==> src/rtl/mla_pkg.sv <==
package mla_pkg;
  typedef enum logic [1:0] {
    SZ_BYTE = 2'd0,
    SZ_HALF = 2'd1,
    SZ_WORD = 2'd2,
    SZ_WIDE = 2'd3
  } acc_size_e;

  typedef struct packed {
    logic      vld;
    logic      store;
    logic      uns;
    acc_size_e size;
    logic      mis;
  } acc_desc_t;
endpackage

==> src/rtl/mla_align_check.sv <==
module mla_align_check
  import mla_pkg::*;
#(
  parameter int OFF_W = 2
) (
  input  acc_size_e        size,
  input  logic [OFF_W-1:0] off,
  output logic             mis
);
  always_comb begin
    unique case (size)
      SZ_BYTE: mis = 1'b0;
      SZ_HALF: mis = off[0];
      default: mis = (off != '0);
    endcase
  end
endmodule

==> src/rtl/mla_store_path.sv <==
module mla_store_path
  import mla_pkg::*;
#(
  parameter int DATA_W = 32
) (
  input  logic                  en,
  input  acc_size_e             size,
  input  logic [$clog2(DATA_W/8)-1:0] off,
  input  logic [DATA_W-1:0]     data,
  output logic [DATA_W/8-1:0]   be,
  output logic [DATA_W-1:0]     wdata
);
  localparam int NLANES = DATA_W / 8;
  localparam int OFF_W  = $clog2(NLANES);

  logic [DATA_W-1:0] byte_rep;
  logic [DATA_W-1:0] half_rep;

  genvar g;
  generate
    for (g = 0; g < NLANES; g++) begin : g_byte_rep
      assign byte_rep[8*g +: 8] = data[7:0];
    end
    for (g = 0; g < NLANES / 2; g++) begin : g_half_rep
      assign half_rep[16*g +: 16] = data[15:0];
    end
  endgenerate

  always_comb begin
    unique case (size)
      SZ_BYTE: wdata = byte_rep;
      SZ_HALF: wdata = half_rep;
      default: wdata = data;
    endcase
  end

  // enable bit k covers byte index NLANES-1-k (big-endian)
  always_comb begin
    be = '0;
    for (int k = 0; k < NLANES; k++) begin
      if (en) begin
        unique case (size)
          SZ_BYTE: be[k] = (OFF_W'(NLANES - 1 - k) == off);
          SZ_HALF: be[k] = (OFF_W'(NLANES - 1 - k) >> 1) == (off >> 1);
          default: be[k] = 1'b1;
        endcase
      end
    end
  end
endmodule

==> src/rtl/mla_load_path.sv <==
module mla_load_path
  import mla_pkg::*;
#(
  parameter int DATA_W = 32
) (
  input  logic [DATA_W-1:0]           rd,
  input  acc_size_e                   size,
  input  logic [$clog2(DATA_W/8)-1:0] off,
  input  logic                        uns,
  input  logic                        mis,
  output logic [DATA_W-1:0]           res
);
  localparam int NLANES = DATA_W / 8;
  localparam int NHALF  = NLANES / 2;
  localparam int OFF_W  = $clog2(NLANES);

  logic [7:0]  lane_b [NLANES];
  logic [15:0] lane_h [NHALF];

  genvar g;
  generate
    for (g = 0; g < NLANES; g++) begin : g_lane_b
      assign lane_b[g] = rd[DATA_W-1-8*g -: 8];
    end
    for (g = 0; g < NHALF; g++) begin : g_lane_h
      assign lane_h[g] = rd[DATA_W-1-16*g -: 16];
    end
  endgenerate

  logic [7:0]  sel_b;
  logic [15:0] sel_h;

  assign sel_b = lane_b[off];
  assign sel_h = lane_h[off[OFF_W-1:1]];

  always_comb begin
    if (mis) begin
      res = '0;
    end else begin
      unique case (size)
        SZ_BYTE: res = {{(DATA_W-8){~uns & sel_b[7]}}, sel_b};
        SZ_HALF: res = {{(DATA_W-16){~uns & sel_h[15]}}, sel_h};
        default: res = rd;
      endcase
    end
  end
endmodule

==> src/rtl/mem_lane_aligner.sv <==
module mem_lane_aligner
  import mla_pkg::*;
#(
  parameter int DATA_W = 32,
  parameter int ADDR_W = 32
) (
  input  logic                clk,
  input  logic                rst,
  input  logic                req_valid,
  input  logic                req_store,
  input  logic [1:0]          req_size,
  input  logic                req_unsigned,
  input  logic [ADDR_W-1:0]   req_addr,
  input  logic [DATA_W-1:0]   st_data,
  input  logic [DATA_W-1:0]   rd_data,
  output logic [ADDR_W-1:0]   mem_addr,
  output logic                mem_we,
  output logic [DATA_W/8-1:0] mem_be,
  output logic [DATA_W-1:0]   mem_wdata,
  output logic                ld_valid,
  output logic [DATA_W-1:0]   ld_result,
  output logic                misaligned
);
  localparam int NLANES = DATA_W / 8;
  localparam int OFF_W  = $clog2(NLANES);

  acc_size_e        size_in;
  logic [OFF_W-1:0] off_in;
  logic             mis_in;
  logic             wr_ok;

  assign size_in  = acc_size_e'(req_size);
  assign off_in   = req_addr[OFF_W-1:0];
  assign mem_addr = {req_addr[ADDR_W-1:OFF_W], {OFF_W{1'b0}}};
  assign wr_ok    = req_valid & req_store & ~mis_in;
  assign mem_we   = wr_ok;

  mla_align_check #(.OFF_W(OFF_W)) u_align (
    .size (size_in),
    .off  (off_in),
    .mis  (mis_in)
  );

  mla_store_path #(.DATA_W(DATA_W)) u_store (
    .en    (wr_ok),
    .size  (size_in),
    .off   (off_in),
    .data  (st_data),
    .be    (mem_be),
    .wdata (mem_wdata)
  );

  acc_desc_t        desc_q;
  logic [OFF_W-1:0] off_q;

  always_ff @(posedge clk) begin
    if (rst) begin
      desc_q <= '0;
      off_q  <= '0;
    end else begin
      desc_q.vld   <= req_valid;
      desc_q.store <= req_store;
      desc_q.uns   <= req_unsigned;
      desc_q.size  <= size_in;
      desc_q.mis   <= mis_in;
      off_q        <= off_in;
    end
  end

  logic [DATA_W-1:0] ext_val;

  mla_load_path #(.DATA_W(DATA_W)) u_load (
    .rd   (rd_data),
    .size (desc_q.size),
    .off  (off_q),
    .uns  (desc_q.uns),
    .mis  (desc_q.mis),
    .res  (ext_val)
  );

  assign ld_valid   = desc_q.vld & ~desc_q.store;
  assign misaligned = desc_q.vld & desc_q.mis;
  assign ld_result  = ld_valid ? ext_val : '0;
endmodule

==> config.mk <==
export PLATFORM = sky130hd
export DESIGN_NAME = mem_lane_aligner
export DESIGN_NICKNAME = d
export VERILOG_FILES = /design/src/rtl/mla_pkg.sv /design/src/rtl/mla_align_check.sv /design/src/rtl/mla_store_path.sv /design/src/rtl/mla_load_path.sv /design/src/rtl/mem_lane_aligner.sv
export SDC_FILE = /design/constraint.sdc
export NUM_CORES = 1
export LEC_CHECK = 0
export BUFFER_PORTS_ARGS = -buffer_cell sky130_fd_sc_hd__buf_2
export CORE_AREA = 2 2 79 81
export DETAILED_ROUTE_END_ITERATION = 6
export DIE_AREA = 0 0 81 83
export HOLD_SLACK_MARGIN = 0.06
export PLACE_DENSITY = 0.82
export SLEW_MARGIN = 40
export SYNTH_ARGS = -nofsm -noshare
export SYNTH_HDL_FRONTEND = slang
export SYNTH_SLANG_ARGS = --single-unit
export TNS_END_PERCENT = 10
==> constraint.sdc <==
create_clock -name clk -period 2.4 [get_ports clk]
set_clock_uncertainty 0.2 [all_clocks]
set_input_delay 0.24 -clock clk [delete_from_list [all_inputs] [get_ports clk]]
set_output_delay 0.24 -clock clk [all_outputs]
set_load 0.01 [all_outputs]
==> reports/results.tsv <==
metric	value	unit
clock-sinks	8	
synthesis.area	1720	sq um
synth_cell_types	36	
cp_max_fo	8	
via_per_inst	4.84	
worst_hold_slack	75.6	ps
cts_root_buf	clkbuf_8	
ys_seq_area_share	9.34	%
finalMaxSlewViolations	0	
max_stage_delay	400	ps
netlist.area_leader.share	17.9	%
vdd_ir_drop_max	0.000253	V
grt_max_degree	18	
route.detailed.drc	0	
timing_hold_violations_final	0	
setup_tns	0	ps
worstSetupPathDepth	5	
rows	28	
numPortBuffers	143	
fp.dieH	83	um
nFillCells	637	
fin_util	39.5	%
layout_commonest_cell	buf_2	
cts.path.max_buffers	2	
die-area	6720	sq um
synth_top_area_cell	buf_4	
vias	1996	
yosys-top-cells-area	buf_4 (18%), mux2_1 (16%), nand2_1 (11%)	
cts_tree	yes	
power.leakage	1.28	nW
initial_core_util	29.5	%
multi_input_comb_area	1160	sq um
dp_hpwl	4.87	mm
gp_congestion	0.792	
clkTransAtPathRegs	40	ps
min_path_type	primary input to register	
grt.overflow.total	0	
hold_start	rst	
core	5820	sq um
dr.pass1.iters	6	
grt_pass1_vias	1934	
cp_cell_sequence	or3b_1, o22ai_4, a21oi_4, a221oi_2, buf_2	
drive_gt1_share	50.4	%
ys_ff_latch	8	
drt_iter0_markers	43	
critical_path_class	register to output pin	
seqCellArea	163	sq um
wirelength	5.80	mm
yosys_warnings	0	
final_antenna_net_count	0	
worstPathArrival	1870	ps
p_per_area	298	nW/um^2
finalNetCount	442	
grt_pass1_wl	8.93	mm
fin_crit	2310	ps
critPathBufInv	1	
setup_viol	0	
wl_per_cell	14.1	um
grt_use_total	16.4	%
post_cts_buffers	0	
outcome	finished, final reports clean	
antennaDiodeCount	0	
synth.avg_cell_area	7.24	sq um
total_power	0.683	mW
cts_made_buffers	3	
h-tree-depth	1	
final_cell_mix	buf_2 (143), nand2_1 (49), mux2_1 (25)	
ios	206	
critical_path.top_delay_family	compound AO/OA/AOI/OAI gates	
whs_path_depth	2	
critPathLaunchType	register	
cap_viol_max_count	0	
setup.worst_path.start	off_q[0]	
rsz0062_at_grt	true	
end_kind	output pin	
post-route-period-util	96.1	%
timing.fmax	0.434	GHz
crit_slowest_cell	or3b_1	
syn_to_final_growth	33.8	%
worstPathRequired	1960	ps
die_width	81	um
netlist_instances	237	
antenna_found_initial	0	
registers in the layout (all words and copies together), names as in the netlist:
signal,cells
off_q,2
desc_q,6
path summary, 6_finish.rpt:
kind                  slack [ps]       endpoint
worst max-delay path          90  ld_result[14]
worst min-delay path          80       off_q[0]
cell usage after synthesis (all sizes together):
cell and count:
nor3 9, a22oi 2, a221oi 9, o21a 1, a222oi 3, conb 1, nand2b 1, a22o 2
buf 48, or3 1, nor2b 9, xnor2 2, o22ai 4, o21ai 12, dfxtp 8, nand2 49
mux2 26, and2 1, xor2 1, or3b 2, mux2i 10, clkbuf 8, inv 10, nor2 15
a21oi 3
metrics by stage:
stage / cell area (sq um) / std cells / setup WS, ps
detailed placement: 2200 / 406 / 167
global placement: 2200 / 406 / 325
CTS: 2270 / 412 / 15.7
finish: 2290 / 412 / 94.0
floorplan: 1720 / 238 / 507
global route: 2290 / 412 / -11.1
cells by family after synthesis:
| family | count (synthesis) | share of synthesized area [%] |
|---|---|---|
| DFF | 8 | 9.34 |
| muxes | 36 | 23.1 |
| xor gates and xnor gates | 3 | 1.53 |
| and+or+nand+nor | 87 | 22.5 |
| AOI/OAI and AO/OA | 36 | 19.1 |
| other | 1 | 0.219 |
| buffers and inverters | 66 | 24.2 |
final cells by class:
class                      instances  share of cell area [%]
clock buffer                       3                    1.80
inverter                          10                    1.64
multi-input combinational        164                    50.6
sequential                         8                    7.09
tap                               75                    4.09
timing repair buffer             152                    34.8
where the power goes:
part           switching [mW]  leakage (nW)  total, mW  internal (mW)
Clock                  0.0487        0.0216      0.157          0.108
Combinational           0.202          1.19      0.376          0.174
Sequential            0.00878        0.0672      0.150          0.142
Total                   0.259          1.28      0.683          0.424
layer usage:
| metal | global-route usage, % | routed length (um) | vias to the layer above |
|---|---|---|---|
| li1 | - | - | 970 |
| met2 | 30.7 | 2810 | 153 |
| met4 | 3.08 | 48 | 0 |
| met3 | 6.63 | 765 | 8 |
| met5 | 0 | 0 | - |
| met1 | 16.6 | 2170 | 865 |
repair_timing:
action                                  CTS  global route
hold buffers                              3             0
hold endpoints to repair                  3             0
cloned                                    0             0
endpoints found under the setup margin   16            28
gates resized for setup                   1             6
pin swaps                                 0             1
No activity file was read; power rests on OpenSTA's default activity.
